===== src/rtl/spi9_pkg.sv =====
package spi9_pkg;
  typedef struct packed {
    logic load;
    logic start;
    logic shift;
    logic clear;
    logic emu;
  } dpCtl_t;
endpackage


===== src/rtl/spi9_datapath.sv =====
module spi9_datapath
  import spi9_pkg::*;
#(
  parameter int DATA_W = 8,
  parameter int GROUP  = 8
) (
  input  logic              clk,
  input  logic              rstN,
  input  dpCtl_t            ctl,
  input  logic [DATA_W-1:0] inData,
  input  logic              inDc,
  output logic [$clog2(GROUP+1)-1:0] wordCnt,
  output logic              lastBit,
  output logic              mosi
);
  localparam int WORD_W = DATA_W + 1;
  localparam int BUF_W  = WORD_W * GROUP;
  localparam int GC_W   = $clog2(GROUP + 1);
  localparam int CNT_W  = $clog2(BUF_W + DATA_W + 1);
  localparam logic [CNT_W-1:0] PAD_MASK = CNT_W'(DATA_W - 1);

  logic [BUF_W-1:0] shiftBuf;
  logic [CNT_W-1:0] bitsLeft;
  logic [GC_W-1:0]  nextCnt;
  logic [CNT_W-1:0] bitsRaw;
  logic [CNT_W-1:0] bitsPadded;

  always_comb begin
    nextCnt    = wordCnt + GC_W'(ctl.load);
    bitsRaw    = CNT_W'(nextCnt) * CNT_W'(WORD_W);
    bitsPadded = (bitsRaw + PAD_MASK) & ~PAD_MASK;
  end

  always_ff @(posedge clk) begin
    if (!rstN) begin
      shiftBuf <= '0;
      wordCnt  <= '0;
      bitsLeft <= '0;
    end else begin
      if (ctl.clear) begin
        shiftBuf <= '0;
        wordCnt  <= '0;
        bitsLeft <= '0;
      end else begin
        if (ctl.load) begin
          for (int k = 0; k < GROUP; k++) begin
            if (wordCnt == GC_W'(k))
              shiftBuf[BUF_W-1-WORD_W*k -: WORD_W] <= {inDc, inData};
          end
          wordCnt <= nextCnt;
        end else if (ctl.shift) begin
          shiftBuf <= {shiftBuf[BUF_W-2:0], 1'b0};
        end
        if (ctl.start)
          bitsLeft <= ctl.emu ? bitsPadded : CNT_W'(WORD_W);
        else if (ctl.shift)
          bitsLeft <= bitsLeft - 1'b1;
      end
    end
  end

  assign lastBit = (bitsLeft == CNT_W'(1));
  assign mosi    = shiftBuf[BUF_W-1];


  group_cap_chk: assert property (@(posedge clk) disable iff (!rstN)
    wordCnt <= GC_W'(GROUP));

  native_len_chk: assert property (@(posedge clk) disable iff (!rstN)
    (ctl.start && !ctl.emu) |=> bitsLeft == CNT_W'(WORD_W));

  pad_len_chk: assert property (@(posedge clk) disable iff (!rstN)
    (ctl.start && ctl.emu) |=> ((bitsLeft & PAD_MASK) == '0 && bitsLeft != '0));
endmodule


===== src/rtl/spi9_control.sv =====
module spi9_control
  import spi9_pkg::*;
#(
  parameter int GROUP     = 8,
  parameter int HALF_DIV  = 2,
  parameter bit NATIVE_OK = 1'b1
) (
  input  logic   clk,
  input  logic   rstN,
  input  logic   forceEmu,
  input  logic   inValid,
  input  logic   inLast,
  input  logic [$clog2(GROUP+1)-1:0] wordCnt,
  input  logic   lastBit,
  output logic   inReady,
  output logic   sclk,
  output logic   csN,
  output dpCtl_t ctl
);
  localparam int GC_W  = $clog2(GROUP + 1);
  localparam int DIV_W = (HALF_DIV > 1) ? $clog2(HALF_DIV) : 1;

  typedef enum logic {ST_ACCEPT, ST_SHIFT} state_t;

  state_t           state;
  logic [DIV_W-1:0] divCnt;
  logic             phase;
  logic             lastSeen;
  logic             emuMode;
  logic             modeReq;
  logic             newTxn;
  logic             emuNow;
  logic             accept;
  logic             tick;

  always_comb begin
    modeReq   = forceEmu | !NATIVE_OK;
    newTxn    = csN && (wordCnt == '0);
    emuNow    = newTxn ? modeReq : emuMode;
    inReady   = (state == ST_ACCEPT);
    accept    = inValid && inReady;
    tick      = (divCnt == DIV_W'(HALF_DIV - 1));
    ctl.emu   = emuNow;
    ctl.load  = accept;
    ctl.start = accept && (!emuNow || inLast || wordCnt == GC_W'(GROUP - 1));
    ctl.shift = (state == ST_SHIFT) && tick && phase;
    ctl.clear = ctl.shift && lastBit;
  end

  always_ff @(posedge clk) begin
    if (!rstN) begin
      state    <= ST_ACCEPT;
      divCnt   <= '0;
      phase    <= 1'b0;
      csN      <= 1'b1;
      lastSeen <= 1'b0;
      emuMode  <= 1'b0;
    end else begin
      if (accept && newTxn) emuMode <= modeReq;
      if (accept) lastSeen <= inLast;
      if (ctl.start) begin
        state  <= ST_SHIFT;
        csN    <= 1'b0;
        divCnt <= '0;
        phase  <= 1'b0;
      end else if (state == ST_SHIFT) begin
        if (tick) begin
          divCnt <= '0;
          phase  <= ~phase;
          if (phase && lastBit) begin
            state <= ST_ACCEPT;
            if (lastSeen) csN <= 1'b1;
          end
        end else begin
          divCnt <= divCnt + 1'b1;
        end
      end
    end
  end

  assign sclk = (state == ST_SHIFT) && phase;


  sclk_idle_chk: assert property (@(posedge clk) disable iff (!rstN)
    csN |-> !sclk);

  ready_busy_chk: assert property (@(posedge clk) disable iff (!rstN)
    sclk |-> !inReady);

  cs_rise_chk: assert property (@(posedge clk) disable iff (!rstN)
    $rose(csN) |-> ($past(sclk) && $past(lastSeen)));
endmodule


===== src/rtl/nine_bit_spi_tx.sv =====
module nine_bit_spi_tx
  import spi9_pkg::*;
#(
  parameter int DATA_W    = 8,
  parameter int GROUP     = 8,
  parameter int HALF_DIV  = 2,
  parameter bit NATIVE_OK = 1'b1
) (
  input  logic              clk,
  input  logic              rstN,
  input  logic              forceEmu,
  input  logic              inValid,
  output logic              inReady,
  input  logic [DATA_W-1:0] inData,
  input  logic              inDc,
  input  logic              inLast,
  output logic              sclk,
  output logic              mosi,
  output logic              csN
);
  localparam int GC_W = $clog2(GROUP + 1);

  dpCtl_t          ctl;
  logic [GC_W-1:0] wordCnt;
  logic            lastBit;

  spi9_control #(
    .GROUP(GROUP), .HALF_DIV(HALF_DIV), .NATIVE_OK(NATIVE_OK)
  ) uCtl (
    .clk(clk), .rstN(rstN), .forceEmu(forceEmu), .inValid(inValid),
    .inLast(inLast), .wordCnt(wordCnt), .lastBit(lastBit),
    .inReady(inReady), .sclk(sclk), .csN(csN), .ctl(ctl)
  );

  spi9_datapath #(
    .DATA_W(DATA_W), .GROUP(GROUP)
  ) uDp (
    .clk(clk), .rstN(rstN), .ctl(ctl), .inData(inData), .inDc(inDc),
    .wordCnt(wordCnt), .lastBit(lastBit), .mosi(mosi)
  );


  mosi_hold_chk: assert property (@(posedge clk) disable iff (!rstN)
    $rose(sclk) |-> $stable(mosi));
endmodule


===== config.mk =====
export PLATFORM = sky130hd
export DESIGN_NAME = nine_bit_spi_tx
export DESIGN_NICKNAME = d
export VERILOG_FILES = /design/src/rtl/spi9_pkg.sv /design/src/rtl/spi9_datapath.sv /design/src/rtl/spi9_control.sv /design/src/rtl/nine_bit_spi_tx.sv
export SDC_FILE = /design/constraint.sdc
export NUM_CORES = 1
export LEC_CHECK = 0
export BUFFER_PORTS_ARGS = -buffer_cell sky130_fd_sc_hd__buf_2
export CORE_MARGIN = 2
export CORE_UTILIZATION = 39
export DETAILED_ROUTE_END_ITERATION = 10
export SYNTH_ARGS = -nofsm -noshare
export SYNTH_HDL_FRONTEND = slang
export SYNTH_SLANG_ARGS = --single-unit

===== constraint.sdc =====
create_clock -name clk -period 4.9 [get_ports clk]
set_input_delay 0.735 -clock clk [delete_from_list [all_inputs] [get_ports clk]]
set_output_delay 0.735 -clock clk [all_outputs]
set_load 0.05 [all_outputs]

==> impl_metrics.yaml, run 1 <==
outcome:
  status: "finished clean"
global_routing:
  grt.overflow.total: 0
  grt_pass1_vias: 3218
  grt_max_degree: 78
  antenna_found_initial: 0
  grt_usage_pct: 18.0
  grt_pass1_wl_um: 16200
yosys:
  synth-async-reset-ratio_pct: 0
  synth_compound_area_share_pct: 30.1
  synthAdderAreaFrac_pct: 2.71
  synth_xor_area_share_pct: 2.11
  yosys_warnings: 0
  syn_avg_cell_area_um2: 8.57
  synth_area_um2: 4160
  synthFlopType: "dfxtp_1"
  yosysUniqueCellTypes: 50
  synth_top_family_by_area: "compound AO/OA/AOI/OAI gates"
  synthSimpleGateAreaFrac_pct: 15.1
  synth_mux_area_share_pct: 0.722
  synth_seq_cells: 89
  yosysSeqAreaShare_pct: 42.9
  synth_edf_count: 0
  syn-num-nets: 508
  syn-instance-count: 485
cts:
  clk_latency_ns: 0.37
  cts_setup_buffers: 0
  path_clk_slew_ns: 0.08
  cts_made_buffers: 9
  cts_repair_resize_count: 0
  cts_tree: "yes"
  cts_hold_buf: 0
  clk_path_buf_depth: 2
  cts_root_buffer: "clkbuf_8"
  htree_levels: 3
  cts.sink_count: 89
finish:
  top_register: "uDp.shiftBuf"
  drive_gt1_share_pct: 10.7
  fin_cells: 613
  antennaDiodeCount: 0
  fillers: 1007
  top_regs: "uDp.shiftBuf: 72 flops, uDp.bitsLeft: 7 flops, uDp.wordCnt: 4 flops"
  stdcell_area_um2: 4410
  nets: 496
  largest_reg_flops: 72
  final_util_pct: 42.7
  layout_common_cells: "dfxtp_1, nor2_1, a21oi_1"
  area_delta_synth_final_pct: 6.11
  layout_commonest_cell: "dfxtp_1"
worst_setup_path:
  cp-end-kind: "flip-flop"
  cp_slowest_cell: "a2111oi_0"
  cp.required_ns: 5.17
  startpoint_type: "flip-flop"
  crit_chain: "nand2b_4 -> inv_1 -> ha_1 -> nand3_1 -> xor2_1 -> inv_1 -> ha_1 -> ha_1 -> a21oi_1 -> a21boi_0 -> a2111oi_0 -> o21ba_2 -> nor4_1"
  cp_top_family: "compound AO/OA/AOI/OAI gates"
  rrSetupSlack_ns: 1.46
  critical_path_class: "flip-flop to flip-flop"
  r2r-end: "uDp.bitsLeft[4]"
  slowest_delay_ns: 0.57
  r2r_cells: 13
  cpMostUsedCell: "ha_1"
  crit_cells: 13
  endpoint: "uDp.bitsLeft[4]"
  cp.arrival_ns: 3.71
  worstPathBufferInverterCount: 2
  startpoint: "uCtl.state"
  r2r-start: "uCtl.state"
  path_max_fanout: 8
power:
  power-per-cell-area_nw_per_um2: 332
  peakVddDrop_mv: 0.136
  p_comb_share_pct: 13.6
  leakagePower_nw: 1.44
  power_switching_share_pct: 28.6
  seqPwrFrac_pct: 52.1
  p_sw_mw: 0.419
  p_clk_share_pct: 34.2
  internal_power_mw: 1.05
sta:
  fin_crit_sh_pct: 70.2
  setup_viol: 0
  fin_crit_ns: 3.44
  setup_tns_ns: 0
  worstMarginPinSlew_ns: 0.981
  clock_skew_ns: 0.0119
  final-hold-violation-count: 0
  maxSlewViolCount: 0
  relSlewSlack_pct: 34.3
  max_freq_mhz: 291
  rsz0062_at_grt: "no"
place:
  gp_congestion: 0.806
  portBuffers: 17
  place_area_um2: 4220
  hpwl_um: 5970
  dp_cells: 598
floorplanning:
  die_w_um: 107
  ios: 18
  start_util_pct: 40.3
  die_area_um2: 11500
  die_h_um: 107
  core_area_um2: 10300
  rows: 37
drt:
  drt_iter0_drc: 247
  routed_wirelength_um: 9560
  routed_via_density: 5.46
  wl_per_cell_um: 15.6
  vias: 3347
  postRouteAntennaNets: 0
  firstDrtPassIters: 4
  drc_errors: 0
hold_path:
  hold_path_class: "flip-flop to flip-flop"
run:
  drv_cap: 0
-- synthesized netlist by cell type (4+ instances only) --
library cell,instances,share of area [%]
and2_1,12,1.8
dfxtp_1,89,43
inv_1,11,0.99
o21ai_0,6,0.72
a21oi_1,76,9.2
a211oi_2,4,1.2
o21ai_2,4,0.84
buf_2,9,1.1
nand3_1,4,0.48
xor2_1,4,0.84
a211oi_1,73,13
nor3_1,4,0.48
nor2_1,79,7.1
clkbuf_1,28,2.5
xnor2_1,6,1.3
buf_6,6,1.6
ha_1,9,2.7
nand2_1,14,1.3
-- per-layer routing --
layer / track usage [%] / wire (µm) / up-vias
met3: 3.77 / 246 / 9
met4: 6.96 / 133 / 0
met5: 0 / 0 / -
met2: 28.5 / 4320 / 36
met1: 24.1 / 4860 / 1576
li1: - / - / 1726
-- worst min-delay path by stage --
stage	end	start	slack, ns	cells past startpoint
after floorplan	uCtl.lastSeen	uCtl.lastSeen	0.44	2
after global placement	uCtl.lastSeen	uCtl.lastSeen	0.45	2
after detailed placement	uCtl.lastSeen	uCtl.lastSeen	0.47	2
after CTS	uCtl.lastSeen	uCtl.lastSeen	0.48	2
after global routing	uCtl.lastSeen	uCtl.lastSeen	0.52	2
final	uCtl.lastSeen	uCtl.lastSeen	0.48	2
-- metrics by stage --
stage / hold slack [ns] / power (mW) / setup WS, ns
after floorplan: 0.444 / 0.937 / 1.15
after global placement: 0.453 / 0.976 / 1.44
after detailed placement: 0.467 / 0.979 / 1.27
after CTS: 0.479 / 1.48 / 1.52
after global routing: 0.519 / 1.54 / 1.17
final: 0.477 / 1.47 / 1.46
-- layout make-up --
| cell class | instances | area (µm²) | area share, % |
|---|---|---|---|
| multi-input cells | 341 | 2110 | 47.9 |
| well taps | 136 | 170 | 3.86 |
| inverters | 11 | 41.3 | 0.936 |
| repair buffers | 21 | 115 | 2.61 |
| clock buffers | 9 | 124 | 2.81 |
| flip-flops and latches | 89 | 1780 | 40.4 |
| clock inverters | 6 | 67.6 | 1.53 |
-- worst register-to-register path: stages, from the launching register on --
cell and delay (ns):
dfxtp_1 0.48, nand2b_4 0.19, inv_1 0.05, ha_1 0.19, nand3_1 0.11, xor2_1 0.25, inv_1 0.09, ha_1 0.28
ha_1 0.32, a21oi_1 0.25, a21boi_0 0.18, a2111oi_0 0.57, o21ba_2 0.24, nor4_1 0.14
-- cells by family after synthesis --
group,count (synthesis)
buf+inv,55
xor+xnor,10
flops,89
compound gates,184
simple gates,135
fa+ha+maj,9
mux,3
-- power groups by stage --
stage,registers (mW),clock network [mW],logic [mW]
after floorplan,0.779,0,0.158
after global placement,0.779,0,0.196
after detailed placement,0.780,0,0.198
after CTS,0.764,0.516,0.200
after global routing,0.768,0.552,0.223
final,0.764,0.502,0.200
Power figures use the tool's default switching activity.
==> run 2, diff against run 1 <==
Settings changed: ABC_AREA from default to 1.
Clock period 4.9 ns to 3.3 ns, I/O delays scaled along.
==> run 2 against run 1 <==
Design area up 8.9%. Largest cell class unchanged. Via count grew 13%. Synthesized area is 6.1% higher. Sequential power grew 49%. Utilization rose by 1.2 points. Non-clock buffer count shrank 1. Critical path type unchanged. Largest power group unchanged. Final cell count grew 17%. Clock-buffer cell count rose by 1. Routed wire length increased by 3.7%. Hold slack lost 0.051 ns. Clock power grew 110%. Synthesized cell count is 18% higher.
==> impl_metrics.yaml, run 2 <==
drt:
  vias: 3780
  routed_wirelength_um: 9920
  wl_met2_um: 4430
  routed_via_density: 5.26
  wl_per_cell_um: 13.8
  routed.top_layer: "met4"
  met1_length_um: 4980
  firstDrtPassIters: 7
  wl_met3_um: 347
  drc_errors: 0
  postRouteAntennaNets: 0
  drt_iter0_drc: 370
yosys:
  yosys_warnings: 0
  yosysUniqueCellTypes: 33
  synth-async-reset-ratio_pct: 0
  yosys.area.top_type: "dfxtp_1"
  synthAdderAreaFrac_pct: 2.55
  synthSimpleGateAreaFrac_pct: 29.0
  synthTopCellsByCount: "nand2_1, dfxtp_1, nand3_1, o211a_1, inv_1"
  syn-num-nets: 596
  synth.area.top_cells: "dfxtp_1, nand2_1, o211a_1, nand3_1, inv_1"
  synth_mux_area_share_pct: 0
  syn-instance-count: 573
  synth_area_um2: 4410
  synth_compound_area_share_pct: 18.6
  synth.most_common_cell: "nand2_1"
  synth_seq_cells: 89
  synth_xor_area_share_pct: 0.596
  synth_top_family_by_area: "simple AND/OR/NAND/NOR gates"
  synthFlopType: "dfxtp_1"
  yosysSeqAreaShare_pct: 40.4
  synth_top_area_share_pct: 40.4
  synth_edf_count: 0
  syn_avg_cell_area_um2: 7.69
finish:
  fin_cells: 719
  layout_common_cells: "nand2_1, dfxtp_1, nand3_1"
  largest_reg_flops: 72
  top_register: "uDp.shiftBuf"
  antennaDiodeCount: 0
  area_delta_synth_final_pct: 8.94
  drive_gt1_share_pct: 10.4
  top_regs: "uDp.shiftBuf: 72 flops, uDp.bitsLeft: 7 flops, uDp.wordCnt: 4 flops"
  layout_commonest_cell: "nand2_1"
  nets: 597
floorplanning:
  die_area_um2: 12200
  start_util_pct: 40.3
  die_h_um: 110
  core_area_um2: 10900
  ios: 18
  die_w_um: 110
  rows: 38
cts:
  cts_tree: "yes"
  cts_setup_buffers: 0
  cts_made_buffers: 9
  clk_latency_ns: 0.34
  cts_hold_buf: 0
  htree_levels: 3
  clk_path_buf_depth: 2
  path_clk_slew_ns: 0.06
  cts_root_buffer: "clkbuf_16"
  cts_repair_resize_count: 0
  cts.sink_count: 89
sta:
  layout_setup_ws_ns: 0.738
  worst_hold_slack_ns: 0.426
  fin_crit_ns: 2.56
  rsz0062_at_grt: "no"
  fin_crit_sh_pct: 77.6
  max_freq_mhz: 390
  final-hold-violation-count: 0
  maxSlewViolCount: 0
  relSlewSlack_pct: 53.6
  clock_skew_ns: 0.00679
  setup_tns_ns: 0
  worstMarginPinSlew_ns: 0.696
  setup_viol: 0
global_routing:
  grt_max_degree: 69
  grt.overflow.total: 0
  antenna_found_initial: 0
  grt_usage_pct: 17.7
  grt_pass1_wl_um: 16700
  grt_pass1_vias: 3515
place:
  pre_cts_ws_ns: 0.604
  portBuffers: 17
  dp_cells: 703
  hpwl_um: 6340
  gp_congestion: 0.846
worst_setup_path:
  critical_path_class: "flip-flop to flip-flop"
  cp_slowest_cell: "dfxtp_1"
  startpoint_type: "flip-flop"
  cp_top_family: "adder cells"
  cp.arrival_ns: 2.80
  cp.required_ns: 3.54
  path_max_fanout: 5
  worstPathBufferInverterCount: 4
  crit_chain: "inv_2 -> nand2_4 -> inv_2 -> ha_1 -> nand3_1 -> nand2_1 -> nand2_1 -> inv_1 -> ha_1 -> ha_1 -> ha_1 -> nand2_1 -> inv_1 -> a21oi_1 -> nand3_1 -> nand2_1 -> nor2_1 -> nor2_1 -> nor2_1"
  slowest_delay_ns: 0.42
  cp-end-kind: "flip-flop"
hold_path:
  hold_path_class: "input pin to flip-flop"
outcome:
  status: "finished clean"
power:
  peakVddDrop_mv: 0.177
  leakagePower_nw: 2.29
  power_mw: 2.51
  power-per-cell-area_nw_per_um2: 522
run:
  drv_cap: 0
[run 2: changes by cell type after synthesis, sizes merged, moves of 22 or more]
cell	delta
nand2	+147
a211oi	-76
nand3	+74
o211a	+53
nor2	-51
a21oi	-46
inv	+40
clkbuf	-22
[run 2: tightest hold or removal path, stage by stage]
cell and delay, ns:
buf_2 0.11, o21ai_0 0.08, inv_1 0.05
[run 2: routing by layer]
layer | track usage, % | vias up
li1 | - | 1934
met1 | 23.8 | 1776
met2 | 27.4 | 57
met3 | 4.06 | 13
met4 | 6.88 | 0
met5 | 0 | -
[run 2: final cells by class]
cell class              instances  area, µm²
repair buffers                 20        108
inverters                      51        194
clock inverters                 6       67.6
clock buffers                  10        229
flip-flops and latches         89       1780
well taps                     140        175
multi-input cells             403       2250
fillers                      1109       6130
[run 2: metrics by stage]
step	cell area, µm²	utilization, %
2_1_floorplan	4410	-
3_3_place_gp	4510	41.2
3_5_place_dp	4510	41.2
4_1_cts	4800	43.9
5_1_grt	4800	43.9
6_report	4800	43.9
[run 2: worst paths after layout]
check,from,end,slack (ns),depth (start not counted)
worst max register to register,uCtl.state,uDp.bitsLeft[6],0.74,19
worst max-delay path,uCtl.state,uDp.bitsLeft[6],0.74,19
worst min-delay path,rstN,uCtl.state,0.43,3
worst min register to register,uDp.shiftBuf[61],uDp.shiftBuf[61],0.44,2
[run 2: report_power, final]
group	leakage, nW	internal (mW)	switching [mW]	total, mW
Combinational	1.43	0.105	0.234	0.339
Clock	0.139	0.590	0.439	1.03
Sequential	0.721	1.11	0.0290	1.14
Total	2.29	1.81	0.702	2.51
[run 2: cell families after synthesis]
kind of cell	count (synthesis)
XOR/XNOR	3
adder cells (fa/ha/maj)	9
buffers and inverters	81
flip-flops	89
AND/OR/NAND/NOR	286
AO/OA/AOI/OAI	105
